==> src/rtl/hs_pkg.sv <==
// Shared state encodings for the two ends of the handshake link.
package hs_pkg;
    typedef enum logic [1:0] {
        S_IDLE    = 2'd0,
        S_SETUP   = 2'd1,
        S_VALID   = 2'd2,
        S_RELEASE = 2'd3
    } src_st_e;

    typedef enum logic [1:0] {
        D_IDLE  = 2'd0,
        D_READY = 2'd1,
        D_ACK   = 2'd2,
        D_WAIT  = 2'd3
    } dst_st_e;
endpackage

==> src/rtl/hs_sync.sv <==
// Two-flop synchroniser for WIDTH independent single-bit control wires.
// Assumes each bit is a level that stays put for several cycles; no bus coherence.
module hs_sync #(
    parameter int WIDTH = 1
) (
    input  logic             clk,
    input  logic             rst_n,
    input  logic [WIDTH-1:0] d,
    output logic [WIDTH-1:0] q
);
    logic [WIDTH-1:0] meta;

    // two register stages, cleared by reset
    always_ff @(posedge clk) begin
        if (!rst_n) begin
            meta <= '0;
            q    <= '0;
        end else begin
            meta <= d;
            q    <= meta;
        end
    end
endmodule

==> src/rtl/hs_src.sv <==
// Sender end of the four-phase link. Loads the word one cycle before raising
// valid, then steps through the phases chosen by SRC_INIT. Assumes ctl_s has
// already been synchronised. Each waiting state is guarded by a cycle limit.
module hs_src
    import hs_pkg::*;
#(
    parameter int DATA_W   = 8,
    parameter int TIMEOUT  = 256,
    parameter bit SRC_INIT = 1'b1
) (
    input  logic              clk,
    input  logic              rst_n,
    input  logic              req,
    input  logic [DATA_W-1:0] din,
    input  logic              ctl_s,
    output logic              busy,
    output logic              done,
    output logic              err,
    output logic              valid,
    output logic [DATA_W-1:0] data
);
    localparam int CNT_W = (TIMEOUT > 2) ? $clog2(TIMEOUT) : 1;
    localparam logic [CNT_W-1:0] LIM = CNT_W'(TIMEOUT - 1);

    src_st_e          state;
    logic [CNT_W-1:0] cnt;
    logic             waiting, go, expire, start;

    // progress condition for the current waiting state
    always_comb begin
        waiting = (state == S_VALID) || (state == S_RELEASE);
        case (state)
            S_VALID:   go = SRC_INIT ? ctl_s : !ctl_s;
            S_RELEASE: go = !ctl_s;
            default:   go = 1'b0;
        endcase
        expire = waiting && !go && (cnt == LIM);
        start  = req && (SRC_INIT || ctl_s);
        busy   = (state != S_IDLE);
    end

    // cycle counter for the waiting states
    always_ff @(posedge clk) begin
        if (!rst_n || !waiting || go || expire) cnt <= '0;
        else                                    cnt <= cnt + 1'b1;
    end

    // phase sequencing, data hold, done pulse and sticky error
    always_ff @(posedge clk) begin
        if (!rst_n) begin
            state <= S_IDLE;
            valid <= 1'b0;
            done  <= 1'b0;
            err   <= 1'b0;
            data  <= '0;
        end else begin
            done <= 1'b0;
            case (state)
                S_IDLE: if (start) begin
                    data  <= din;
                    state <= S_SETUP;
                end
                S_SETUP: begin
                    valid <= 1'b1;
                    state <= S_VALID;
                end
                S_VALID: if (expire) begin
                    valid <= 1'b0;
                    err   <= 1'b1;
                    state <= S_IDLE;
                end else if (go) begin
                    valid <= 1'b0;
                    if (SRC_INIT) state <= S_RELEASE;
                    else begin
                        done  <= 1'b1;
                        state <= S_IDLE;
                    end
                end
                S_RELEASE: if (expire) begin
                    err   <= 1'b1;
                    state <= S_IDLE;
                end else if (go) begin
                    done  <= 1'b1;
                    state <= S_IDLE;
                end
                default: state <= S_IDLE;
            endcase
        end
    end
endmodule

==> src/rtl/hs_dst.sv <==
// Receiver end of the four-phase link. In sender-led mode it acknowledges a
// valid word only while its local request is high; in receiver-led mode it
// raises ready on request. Assumes valid_s is synchronised and that the bus
// was stable before valid was raised. Waiting states are time-limited.
module hs_dst
    import hs_pkg::*;
#(
    parameter int DATA_W   = 8,
    parameter int TIMEOUT  = 256,
    parameter bit SRC_INIT = 1'b1
) (
    input  logic              clk,
    input  logic              rst_n,
    input  logic              req,
    input  logic              valid_s,
    input  logic [DATA_W-1:0] bus,
    output logic              busy,
    output logic              done,
    output logic              err,
    output logic              ctl,
    output logic [DATA_W-1:0] data
);
    localparam int CNT_W = (TIMEOUT > 2) ? $clog2(TIMEOUT) : 1;
    localparam logic [CNT_W-1:0] LIM = CNT_W'(TIMEOUT - 1);

    dst_st_e          state;
    logic [CNT_W-1:0] cnt;
    logic             waiting, go, expire;

    // progress condition for the current waiting state
    always_comb begin
        waiting = (state != D_IDLE);
        go      = (state == D_READY) ? valid_s : !valid_s;
        expire  = waiting && !go && (cnt == LIM);
        busy    = waiting;
    end

    // cycle counter for the waiting states
    always_ff @(posedge clk) begin
        if (!rst_n || !waiting || go || expire) cnt <= '0;
        else                                    cnt <= cnt + 1'b1;
    end

    // phase sequencing, capture, done pulse and sticky error
    always_ff @(posedge clk) begin
        if (!rst_n) begin
            state <= D_IDLE;
            ctl   <= 1'b0;
            done  <= 1'b0;
            err   <= 1'b0;
            data  <= '0;
        end else begin
            done <= 1'b0;
            case (state)
                D_IDLE: if (req) begin
                    if (!SRC_INIT) begin
                        ctl   <= 1'b1;
                        state <= D_READY;
                    end else if (valid_s) begin
                        data  <= bus;
                        ctl   <= 1'b1;
                        state <= D_ACK;
                    end
                end
                D_READY: if (expire) begin
                    ctl   <= 1'b0;
                    err   <= 1'b1;
                    state <= D_IDLE;
                end else if (go) begin
                    data  <= bus;
                    ctl   <= 1'b0;
                    state <= D_WAIT;
                end
                D_ACK: if (expire) begin
                    ctl   <= 1'b0;
                    err   <= 1'b1;
                    state <= D_IDLE;
                end else if (go) begin
                    ctl   <= 1'b0;
                    done  <= 1'b1;
                    state <= D_IDLE;
                end
                D_WAIT: if (expire) begin
                    err   <= 1'b1;
                    state <= D_IDLE;
                end else if (go) begin
                    done  <= 1'b1;
                    state <= D_IDLE;
                end
                default: state <= D_IDLE;
            endcase
        end
    end
endmodule

==> src/rtl/hs_xfer_top.sv <==
// Both ends of a four-phase handshake link, joined by two control wires and a
// data bus. Each control wire is synchronised on entry to the end that reads it.
// SRC_INIT picks sender-led (1) or receiver-led (0) sequencing.
module hs_xfer_top #(
    parameter int DATA_W   = 8,
    parameter int TIMEOUT  = 256,
    parameter bit SRC_INIT = 1'b1
) (
    input  logic              clk,
    input  logic              rst_n,
    input  logic              src_req,
    input  logic [DATA_W-1:0] src_data,
    output logic              src_busy,
    output logic              src_done,
    output logic              src_err,
    input  logic              dst_req,
    output logic [DATA_W-1:0] dst_data,
    output logic              dst_busy,
    output logic              dst_done,
    output logic              dst_err,
    output logic              link_valid,
    output logic              link_ctl,
    output logic [DATA_W-1:0] link_data
);
    logic ctl_s, valid_s;

    hs_sync #(.WIDTH(1)) u_sync_ctl (
        .clk(clk), .rst_n(rst_n), .d(link_ctl), .q(ctl_s)
    );

    hs_sync #(.WIDTH(1)) u_sync_valid (
        .clk(clk), .rst_n(rst_n), .d(link_valid), .q(valid_s)
    );

    hs_src #(.DATA_W(DATA_W), .TIMEOUT(TIMEOUT), .SRC_INIT(SRC_INIT)) u_src (
        .clk(clk), .rst_n(rst_n), .req(src_req), .din(src_data),
        .ctl_s(ctl_s), .busy(src_busy), .done(src_done), .err(src_err),
        .valid(link_valid), .data(link_data)
    );

    hs_dst #(.DATA_W(DATA_W), .TIMEOUT(TIMEOUT), .SRC_INIT(SRC_INIT)) u_dst (
        .clk(clk), .rst_n(rst_n), .req(dst_req), .valid_s(valid_s),
        .bus(link_data), .busy(dst_busy), .done(dst_done), .err(dst_err),
        .ctl(link_ctl), .data(dst_data)
    );
endmodule

==> config.mk <==
export PLATFORM = sky130hd
export DESIGN_NAME = hs_xfer_top
export DESIGN_NICKNAME = d
export VERILOG_FILES = /design/src/rtl/hs_pkg.sv /design/src/rtl/hs_sync.sv /design/src/rtl/hs_src.sv /design/src/rtl/hs_dst.sv /design/src/rtl/hs_xfer_top.sv
export SDC_FILE = /design/constraint.sdc
export NUM_CORES = 1
export LEC_CHECK = 0
export ABC_AREA = 1
export BUFFER_PORTS_ARGS = -buffer_cell sky130_fd_sc_hd__buf_4
export CAP_MARGIN = 20
export CORE_MARGIN = 10
export CORE_UTILIZATION = 45
export CTS_BUF_LIST = sky130_fd_sc_hd__clkbuf_2
export CTS_CLUSTER_DIAMETER = 100
export DETAILED_ROUTE_END_ITERATION = 8
export PLACE_DENSITY = 0.66
export SYNTH_ARGS = -nofsm -noshare
export SYNTH_HDL_FRONTEND = slang
export SYNTH_HIERARCHICAL = 1
export SYNTH_SLANG_ARGS = --single-unit
export TNS_END_PERCENT = 1
==> constraint.sdc <==
create_clock -name clk -period 4.8 [get_ports clk]
set_clock_uncertainty 0.2 [all_clocks]
set_input_delay 0.24 -clock clk [delete_from_list [all_inputs] [get_ports clk]]
set_output_delay 0.24 -clock clk [all_outputs]
set_load 0.01 [all_outputs]
# --- Yosys cells after proc, flatten, opt, wreduce, memory -nomap -nowiden ---
# Cells that the tools add are included.
totals:
  out_inout_bits: 24
  regBits: 46
  inputBits: 12
op_classes:
  n_eq_ne: 18
  muxes: 30
  reduce_logical: 39
  bitwise: 3
  add_sub_neg: 2
op_table:
  columns: ["operator", "n"]
  rows:
  - ["$mux W8", 4]
  - ["$mux W2", 11]
  - ["$add A8 B1 Y8 const B", 2]
  - ["$eq A8 B8 Y1 const B", 2]
  - ["$pmux W8 S2", 1]
  - ["$ne A3 B1 Y1 const B", 5]
  - ["$reduce_bool A2 Y1", 5]
  - ["$mux W1", 9]
  - ["$reduce_or A3 Y1", 3]
  - ["$eq A2 B2 Y1 const B", 4]
  - ["$ne A2 B2 Y1 const B", 4]
  - ["$pmux W2 S4", 1]
  - ["$reduce_and A2 Y1", 4]
  - ["$reduce_and A4 Y1", 2]
  - ["$logic_not A1 Y1", 7]
  - ["$logic_or A1 B1 Y1", 7]
  - ["$pmux W1 S2", 3]
  - ["$pmux W2 S3", 1]
  - ["$reduce_or A2 Y1", 3]
  - ["$reduce_and A5 Y1", 1]
  - ["$eq A2 B1 Y1 const B", 2]
  - ["$logic_and A1 B1 Y1", 4]
  - ["$logic_not A2 Y1", 2]
  - ["$not A1 Y1", 3]
  - ["2 further kinds", 2]

# --- Logic depth before layout (Yosys ltp) ---
# Gate-level depths: netlist of run 1.
depth:
  word_depth: 7
  depth_mapped: 11

# --- Hierarchy ---
# The synthesis of run 1 kept the hierarchy.
by_module_without_submodules:
  columns: ["mod", "cells_each", "instances", "area_per_inst_um2"]
  rows:
  - ["hs_dst", 124, 1, 1051.0]
  - ["hs_src", 119, 1, 918.4]
  - ["hs_sync", 6, 2, 55.1]

# --- Least setup slack after synthesis of run 1 ---
# OpenSTA, ideal clock, no wires.
synth_timing:
  kind: "flip-flop to flip-flop"
  from: "register u_dst.state[1]"
  to: "register u_dst.data[0]"
  stages_incl_launch_ff: 11
  n_path_buf: 1
  arrival_time_ns: 1.581
  path_slack_ns: 2.900
  setup_time_ns: 0.120
  path_cell_list: "dfxtp_1 -> inv_1 -> ha_1 -> ha_1 -> inv_2 -> nand2_4 -> nor2_2 -> nand2_4 -> buf_6 -> nand4_1 -> a21oi_1"
synth_between:
  elab_chain_cells: 7
  word_cells_on_any_way: 14
  cone_classes: "5 x eq/ne; 2 x mux; 7 x reduce/logical"
synth_lines:
  columns: ["element", "line_no", "source"]
  rows:
  - ["from (decl)", "hs_dst.sv:26", "dst_st_e state;"]
  - ["from (signal assigned)", "hs_dst.sv:47", "state <= D_IDLE;"]
  - ["from (signal assigned)", "hs_dst.sv:58", "state <= D_READY;"]
  - ["from (signal assigned)", "hs_dst.sv:62", "state <= D_ACK;"]
  - ["$eq A2 B1 Y1 (*)", "hs_dst.sv:33", "go = (state == D_READY) ? valid_s : !valid_s;"]
  - ["$mux W1 (*)", "hs_dst.sv:33", null]
  - ["net u_dst.go", "hs_dst.sv:28", "logic waiting, go, expire;"]
  - ["$logic_not A1 Y1", "hs_dst.sv:34", "expire = waiting && !go && (cnt == LIM);"]
  - ["$logic_and A1 B1 Y1 (2 in a row)", "hs_dst.sv:34", null]
  - ["$ne A2 B2 Y1 (no line)", null, null]
  - ["$reduce_and A5 Y1 (no line) (*)", null, null]
  - ["to (signal assigned)", "hs_dst.sv:60", "data <= bus;"]
  - ["to (signal assigned)", "hs_dst.sv:70", "data <= bus;"]
  - ["to (decl)", "hs_dst.sv:21", "output logic [DATA_W-1:0] data"]
# Mark *: on every way through the listed nets, which the timed path passes. The rest lies on a longest branch.
# A chain may end at the register's enable or synchronous reset.

# --- Worst setup path in the final report of run 1 ---
layout_timing:
  from: "register u_dst.state[1]"
  to: "register u_dst.data[3]"
# Same word-level chain as after synthesis.

==> results of run 1 <==
## metrics by stage
step	instance area, um^2	power, mW	worst slack [ns]	hold slack [ns]	instances
after floorplan	2080	0.786	2.90	0.133	255
after global placement	2380	0.929	2.78	0.194	339
after detailed placement	2380	0.930	2.68	0.211	339
after CTS	2640	1.17	2.63	0.226	366
after global routing	2640	1.25	2.44	0.231	366
final	2640	1.16	2.63	0.230	366
## cells in the mapped netlist, drive strengths merged
master	n	area (um^2)
nand4	12	105
o21a	1	7.51
nand3	12	80.1
nor3b	1	12.5
ha	9	113
buf	2	22.5
nand2	52	225
nor3	5	40.0
nor2	51	221
or2	1	6.26
clkinv	1	3.75
xor2	2	17.5
inv	27	104
a21oi	18	105
dfxtp	46	921
clkbuf	1	3.75
nand3b	1	7.51
o21ai	11	66.3
xnor2	2	17.5
## tightest hold or removal path, stage by stage (launching register included)
cell and delay [ns]:
dfxtp_1 0.35, nand2_1 0.05, inv_1 0.03
## cell families after synthesis
logic type	synth area share
AO/OA/AOI/OAI	0.0860
XOR/XNOR	0.0169
adder cells (fa/ha/maj)	0.0542
buffers and inverters	0.0644
flip-flops	0.443
AND/OR/NAND/NOR	0.336
## cell usage in the layout, fill, tap and decap left out, types with 2 or more instances in the layout
master	n
nand4_1	10
nor2_4	2
nand2_1	46
nor3_2	3
ha_1	9
dlygate4sd3_1	19
nor2_2	6
dfxtp_1	46
nand2_4	3
nor3_1	2
inv_1	24
a21oi_1	16
buf_4	35
nand3_2	4
xnor2_1	2
nand3_1	8
xor2_1	2
o21ai_0	8
inv_2	2
nand2_2	3
nor2_1	43
nand4_4	2
clkbuf_2	5
o21ai_1	2
## per-layer routing
| layer | wire length (um) | up-vias |
|---|---|---|
| li1 | - | 934 |
| met1 | 2120 | 771 |
| met2 | 2080 | 47 |
| met3 | 236 | 8 |
| met4 | 68 | 0 |
| met5 | 0 | - |
## power groups by stage
stage | sequential [mW] | clock (mW) | combinational, mW
floorplan | 0.514 | 0 | 0.272
global placement | 0.518 | 0 | 0.411
detailed placement | 0.517 | 0 | 0.413
CTS | 0.509 | 0.229 | 0.435
global route | 0.520 | 0.244 | 0.488
finish | 0.510 | 0.220 | 0.433
## sequential cells by signal, indices dropped and copies added, names as in the netlist
name               flops
u_dst/err              1
u_src/valid            1
u_dst/cnt              8
u_sync_ctl/meta        1
u_src/cnt              8
u_src/err              1
u_dst/data             8
u_src/data             8
u_src/state            2
u_sync_valid/meta      1
u_src/done             1
u_dst/state            2
u_sync_valid/q         1
u_dst/ctl              1
u_dst/done             1
u_sync_ctl/q           1
## area by class of cell
cell class	instances	share of cell area
Clock buffer	5	0.00948
Clock inverter	3	0.0166
Inverter	28	0.0408
Multi-Input combinational cell	178	0.388
Sequential cell	46	0.349
Tap cell	52	0.0246
Timing Repair Buffer	54	0.172
## worst min path at each step
stage,endpoint,cells past startpoint
4_1_cts,u_sync_ctl/q,2
5_1_grt,u_sync_ctl/q,2
6_report,u_sync_ctl/q,2
2_1_floorplan,u_sync_ctl/meta,2
3_3_place_gp,u_sync_valid/q,2
3_5_place_dp,u_sync_valid/q,2
## what timing repair did
item                                    CTS  global route
endpoints found under the hold margin    21             0
endpoints found under the setup margin    0             0
hold buffers                             19             0
==> metrics.txt, run 1 <==
outcome finished clean; initial antenna violation count 0; CTS sink cnt 46; GPL Wtd Cong 0.820; final hold violation count 0; row count 24; P_int between 0.7 and 0.8 mW; worst path buffer plus inverter count 2; ANT cells 0; cts bufs inserted 5; clock root buffer clkbuf_2; Max-Cap Viols 0; cell area after synthesis between 2000 and 2500 um^2; worst setup path start u_dst/state[1]; slew margin rel. 0.759; pwr dens ~440 nW/um^2; H-tree Lvls 2; vias per cell between 4 and 5; WP data arrival between 2 and 2.5 ns; hpwl dp 3.15 mm; DRT Wirelength about 4.5 mm; # port buffers 35; Seq cells post-synth between 40 and 50; share of layout cells above drive strength 1 0.236; WL per Instance around 12 um; first-pass GRT wire length 7.71 mm; clock slew at reported path FFs approximately 0.23 ns; drt pass-1 iters 4; period utilisation layout 0.451; Max VDD drop just under 300 uV; Seq pwr share 0.438; Critical Path End Type flip-flop; Filler Cell Count 396; worst hold-check path type reg2reg; Die Ht around 88 um; crit path kind reg2reg; Initial Util 0.471; Worst-Margin Slew between 0.3 and 0.4 ns; Comb pwr share 0.372; Sw Share 0.383; Cells after Synth about 260; worst reg2reg path startpoint u_dst/state[1]; Seq/Total Area, Yosys 0.443; setup_tns 0 ns; Reg-to-Reg End u_dst/data[3]; GR peak layer met2; DRC Markers 0; Max Freq around 460 MHz; Worst path top cell family by delay simple AND/OR/NAND/NOR gates; die area approximately 7700 um^2; Final Core Density 0.598; M2 GR Usage 0.187; via count around 1800; Static Leak about 1.1 nW; Skew-Pair Late Insertion Delay 0.42 ns; met3 Resource Use GR 0.0362; IO Pins 36; Die Width slightly below 90 um; Tmin final 2.17 ns; Worst Path Max Fanout 17; Layout area overhead 27.0%; synth warn 6; R2R setup slack roughly 2.6 ns; Mapped Avg Cell Area between 8 and 9 um^2; Seq. cell area approximately 920 um^2; vias in the first global route 1702; Critical Path Source Type flip-flop; PostCTS Resize Cnt 0; Initial DRC Count a little over 50; All-Layer GR Usage 0.122; slowest cell delay on critical path between 0.4 and 0.5 ns; number of setup buffers added after CTS 0; Worst Path Required approximately 5 ns; GR Overflow Total 0; CTS tree done; largest net degree at the start of global routing 23; GRT met1 Usage 0.154; Slew Limit Fails 0; CP endpoint u_dst/data[3]; worst-path cell chain inv_1, ha_1, ha_1, inv_2, nand2_4, nor2_2, nand2_4, nand3_2, nand2_1, a21oi_1; worst hold start u_sync_ctl/meta; R2R depth 10; multi-input combinational cell area between 1000 and 1500 um^2; core area ~4400 um^2; final net count between 300 and 400; syn_nets around 280; Routed Antenna Nets 0; Synth cell types 32; RSZ-0062 raised after global routing false; Worst path slowest cell dfxtp_1; # setup viols final 0; P_sw around 0.45 mW; clk buf depth 2; Crit path depth 10; clock power share 0.189
Power figures use the tool's default switching activity.
==> run 2: changes to the inputs <==
==> constraint.sdc (replaced) <==
create_clock -name clk -period 2.15 [get_ports clk]
set_clock_uncertainty 0.2 [all_clocks]
set_input_delay 0.1075 -clock clk [delete_from_list [all_inputs] [get_ports clk]]
set_output_delay 0.1075 -clock clk [all_outputs]
set_load 0.01 [all_outputs]
==> run 2 against run 1 <==
Sequential power grew 120%. First-iteration DRC count grew 53%. Non-clock buffer count increased by 5. Combinational power grew 130%. Die area stayed put. Setup slack lost 2.5 ns. Critical path depth did not move. Count of clock-buffer cells in the layout is the same. Sequential cell count is the same. Wire length increased by 0.98%.
==> metrics.txt, run 2 (synthesis results as in run 1) <==
RSZ-0062 raised after global routing false; WL per Instance 12.2 um (-0.38%); DRT Wirelength 4.54 mm (+0.98%); H-tree Lvls 2 (unchanged); initial antenna violation count 0 (unchanged); clk buf depth 2 (unchanged); hpwl dp 3.15 mm (-0.16%); # setup viols final 0 (unchanged); Worst Path Max Fanout 10 (-7); Critical Path Source Type flip-flop; slew margin rel. 0.763 (+0.00403); IO Pins 36 (unchanged); # port buffers 35 (unchanged); Setup WS post-layout 0.127 ns (-2.51 ns); Worst path top cell family by delay adder cells; core area 4410 um^2 (unchanged); GR Overflow Total 0 (unchanged); worst hold-check path type reg2reg; CTS tree done; Critical Path End Type flip-flop; Routed Antenna Nets 0 (unchanged); share of layout cells above drive strength 1 0.248 (+0.0120); slowest cell delay on critical path 0.42 ns (-0.03 ns); CTS sink cnt 46 (unchanged); Die Width 88.0 um (unchanged); Post-Layout Cell Count 371 (+1.4%); All-Layer GR Usage 0.124 (+0.00144); Skew-Pair Late Insertion Delay 0.43 ns (about the same); commonest cells after routing, fill and taps aside 46 x nand2_1, 45 x dfxtp_1, 43 x nor2_1, 40 x buf_4, 24 x inv_1; DRC Markers 0 (unchanged); commonest non-fill, non-tap cell in the layout nand2_1; outcome finished clean; placed inst area 2380 um^2 (unchanged); WP data arrival 2.15 ns (-0.18 ns); ANT cells 0 (unchanged); dpl ws 0.0264 ns (-2.65 ns); row count 24 (unchanged); Max Freq 494 MHz (+7.1%); clock slew at reported path FFs 0.24 ns (about the same); Max VDD drop 610 uV (+110%); GPL Wtd Cong 0.820 (about the same); Worst path slowest cell dfxtp_4; via count 1803 (+2.4%); clock root buffer clkbuf_2; crit path kind reg2reg; drt pass-1 iters 4 (unchanged); period utilisation layout 0.941 (+0.490); cts bufs inserted 5 (unchanged); final hold violation count 0 (unchanged); Tmin final 2.02 ns (-0.143 ns); worst-path cell chain inv_1, ha_1, ha_1, inv_2, nand2_4, nor2_2, nand2_4, buf_4, nand4_1, a21oi_1; design area 2660 um^2 (+0.81%); Initial DRC Count 78 (+53%); Worst Path Required 2.28 ns (-2.69 ns); setup_tns 0 ns (unchanged); Layout area overhead 28.0%; vias in the first global route 1733 (+1.8%); Worst-Margin Slew 0.354 ns (-0.00604 ns); Initial Util 0.471 (unchanged); final net count 339 (+1.5%); Static Leak 1.16 nW (+0.74%); largest net degree at the start of global routing 23 (unchanged); vias per cell 4.86 (+1.1%); placed cell count 339 (unchanged); Max-Cap Viols 0 (unchanged); first-pass GRT wire length 7.83 mm (+1.5%); die area 7740 um^2 (unchanged); pwr dens 944 nW/um^2 (+110%); Slew Limit Fails 0 (unchanged); worst path buffer plus inverter count 3 (+1); Die Ht 88.0 um (unchanged)
run 2: worst reg2reg max path, delay by kind of cell, from the launching register on:
kind	cells	cell delay, ns
compound gates	1	0.07
buf+inv	3	0.36
simple gates	4	0.36
flops	1	0.42
fa+ha+maj	2	0.52
run 2: final timing paths:
kind	to	cells past startpoint	from	slack (ns)
max	u_dst/data[2]	10	u_dst/state[1]	0.13
min	u_sync_valid/q	2	u_sync_valid/meta	0.24
max reg2reg	u_dst/data[2]	10	u_dst/state[1]	0.13
min reg2reg	u_sync_valid/q	2	u_sync_valid/meta	0.24
run 2: power breakdown:
part	switching, mW	internal, mW	total [mW]
clock	0.287	0.0741	0.361
sequential	0.141	1.00	1.14
combinational	0.576	0.435	1.01
total	1.00	1.51	2.51
run 2: through the flow:
stage          total power, mW  hold slack [ns]   util
2_1_floorplan             1.75         0.000953      -
3_3_place_gp              2.07            0.163  0.539
3_5_place_dp              2.08            0.171  0.539
4_1_cts                   2.48            0.248  0.592
5_1_grt                   2.70            0.260  0.603
6_report                  2.51            0.242  0.603
run 2: final cells by class:
cell class              count  area, um^2
clock inverters             3        16.3
fillers                   384        1750
inverters                  28         108
repair buffers             59         490
multi-input cells         178        1030
clock buffers               5        25.0
well taps                  52        65.1
flip-flops and latches     46         925
run 2: what timing repair did:
item | CTS | global route
setup buffers | 0 | 5
setup endpoints to repair | 8 | 12
resized for setup | 1 | 2
pin swaps | 0 | 1
hold endpoints to repair | 46 | 0
hold buffers | 19 | 0
run 2: routing by layer:
| metal | share of wire | wire (um) | vias to the layer above | global-route usage |
|---|---|---|---|---|
| li1 | - | - | 945 | - |
| met1 | 0.48 | 2160 | 815 | 0.157 |
| met2 | 0.46 | 2110 | 35 | 0.190 |
| met3 | 0.046 | 207 | 8 | 0.0362 |
| met4 | 0.014 | 65 | 0 | 0.0522 |
| met5 | 0 | 0 | - | 0 |
==> run 3: changes to the inputs <==
--- a/config.mk
+++ b/config.mk
@@ -8,7 +8,7 @@
 export ABC_AREA = 1
 export BUFFER_PORTS_ARGS = -buffer_cell sky130_fd_sc_hd__buf_4
 export CAP_MARGIN = 20
-export CORE_MARGIN = 10
+export CORE_MARGIN = 5
 export CORE_UTILIZATION = 45
 export CTS_BUF_LIST = sky130_fd_sc_hd__clkbuf_2
 export CTS_CLUSTER_DIAMETER = 100
==> run 3 against run 2 <==
Die area fell by 21%. Critical path depth stayed put. Setup slack better by 0.047 ns. Non-clock buffer count is 3 lower. Via count grew 0.78%. Sequential cell count unchanged. Global-route usage grew 2.8 points. Final cell count shrank 0.81%. First-iteration DRC count is 56% higher. Total power fell by 2.0%. Highest routed layer unchanged.
==> metrics.txt, run 3 (synthesis results as in run 1) <==
Slew Limit Fails 0 (unchanged); Skew-Pair Late Insertion Delay 0.40 ns (-0.03 ns); WL per Instance 12.3 um (+0.15%); row count 24 (unchanged); # setup viols final 0 (unchanged); outcome finished clean; vias per cell 4.94 (+1.6%); ANT cells 0 (unchanged); design area 2640 um^2 (-0.66%); hpwl dp 3.11 mm (-1.3%); slew margin rel. 0.755 (-0.00897); GPL Wtd Cong 0.780 (-4.8%); Critical Path Source Type flip-flop; Initial Util 0.471 (unchanged); setup_tns 0 ns (unchanged); initial antenna violation count 0 (unchanged); Tmin final 1.98 ns (-0.0467 ns); Post-Layout Cell Count 368 (-0.81%); final hold violation count 0 (unchanged); Critical Path End Type flip-flop; multi-input combinational cell area 1040 um^2 (+1.1%); clk buf depth 2 (unchanged); Seq. cell area 925 um^2 (unchanged); commonest cells after routing, fill and taps aside 46 x nand2_1, 45 x dfxtp_1, 43 x nor2_1, 37 x buf_4, 24 x inv_1; DRC Markers 0 (unchanged); share of layout cells above drive strength 1 0.244 (-0.00398); Max-Cap Viols 0 (unchanged); Initial DRC Count 122 (+56%); crit path kind reg2reg; final net count 337 (-0.59%); period utilisation layout 0.919 (-0.0217); drt pass-1 iters 4 (unchanged); Static Leak 1.14 nW (-1.1%); Routed Antenna Nets 0 (unchanged); Max VDD drop 584 uV (-4.2%); Worst Path Required 2.26 ns (-0.02 ns); CTS tree done; worst hold-check path type reg2reg; RSZ-0062 raised after global routing false; pwr dens 931 nW/um^2 (-1.4%); dpl ws 0.0622 ns (+0.0359 ns); first-pass GRT wire length 7.58 mm (-3.3%); DRT Wirelength 4.51 mm (-0.66%); Setup WS post-layout 0.174 ns (+0.0467 ns); vias in the first global route 1649 (-4.8%); die area 6080 um^2 (-21%); CTS sink cnt 46 (unchanged); WP data arrival 2.09 ns (-0.06 ns); core area 4410 um^2 (unchanged); cts bufs inserted 5 (unchanged); Filler Cell Count 427 (+11%); via count 1817 (+0.78%); Layout area overhead 27.1%; All-Layer GR Usage 0.152 (+0.0284); Worst Path Max Fanout 8 (-2); clock slew at reported path FFs 0.22 ns (-0.02 ns); H-tree Lvls 2 (unchanged); Max Freq 506 MHz (+2.4%); Die Width 78.0 um (-11%); # port buffers 35 (unchanged); placed inst area 2380 um^2 (unchanged); IO Pins 36 (unchanged); clock root buffer clkbuf_2; Die Ht 78.0 um (-11%); placed cell count 339 (unchanged); commonest non-fill, non-tap cell in the layout nand2_1; largest net degree at the start of global routing 23 (unchanged); GR Overflow Total 0 (unchanged); Worst-Margin Slew 0.368 ns (+0.0134 ns)
-- run 3: routing by layer --
metal	up-vias	routed length, um	track usage
met1	824	2130	0.209
met3	13	183	0.0370
met5	-	0	0
met2	35	2080	0.229
met4	0	127	0.0591
li1	945	-	-
-- run 3: cell type report --
| cell class | instances | share of cell area |
|---|---|---|
| multi-input cells | 179 | 0.395 |
| flip-flops and latches | 46 | 0.350 |
| repair buffers | 56 | 0.177 |
| inverters | 28 | 0.0407 |
| well taps | 52 | 0.0246 |
| clock buffers | 5 | 0.00947 |
| clock inverters | 2 | 0.00379 |
-- run 3: worst paths after layout --
| kind | startpoint | to | slack (ns) | cells after the start |
|---|---|---|---|---|
| hold reg to reg | u_sync_ctl/meta | u_sync_ctl/q | 0.22 | 2 |
| hold / removal | u_sync_ctl/meta | u_sync_ctl/q | 0.22 | 2 |
| setup reg to reg | u_dst/state[1] | u_dst/data[1] | 0.17 | 10 |
| setup / recovery | u_dst/state[1] | u_dst/data[1] | 0.17 | 10 |
-- run 3: where the power goes --
part,internal (mW),switching (mW)
clock,0.0706,0.267
combinational,0.411,0.567
sequential,1.00,0.146
-- run 3: through the flow --
stage          utilization  hold WS, ns  total power, mW
6_report             0.599        0.222             2.46
3_3_place_gp         0.539        0.163             2.07
3_5_place_dp         0.539        0.173             2.08
4_1_cts              0.590        0.220             2.46
5_1_grt              0.599        0.261             2.67
2_1_floorplan            -     0.000953             1.75
-- run 3: what timing repair did --
| action | CTS | global route |
|---|---|---|
| hold endpoints to repair | 46 | 0 |
| hold buffers | 19 | 0 |
| setup buffers | 0 | 2 |
| gates resized for setup | 0 | 4 |
| setup endpoints to repair | 0 | 16 |
-- run 3: critical path, stage by stage, from the launching register on --
cell	delay, ns
dfxtp_4	0.41
inv_1	0.07
ha_1	0.20
ha_1	0.32
inv_2	0.13
nand2_4	0.06
nor2_4	0.13
nand2_4	0.11
buf_4	0.15
nand4_1	0.06
a21oi_1	0.07
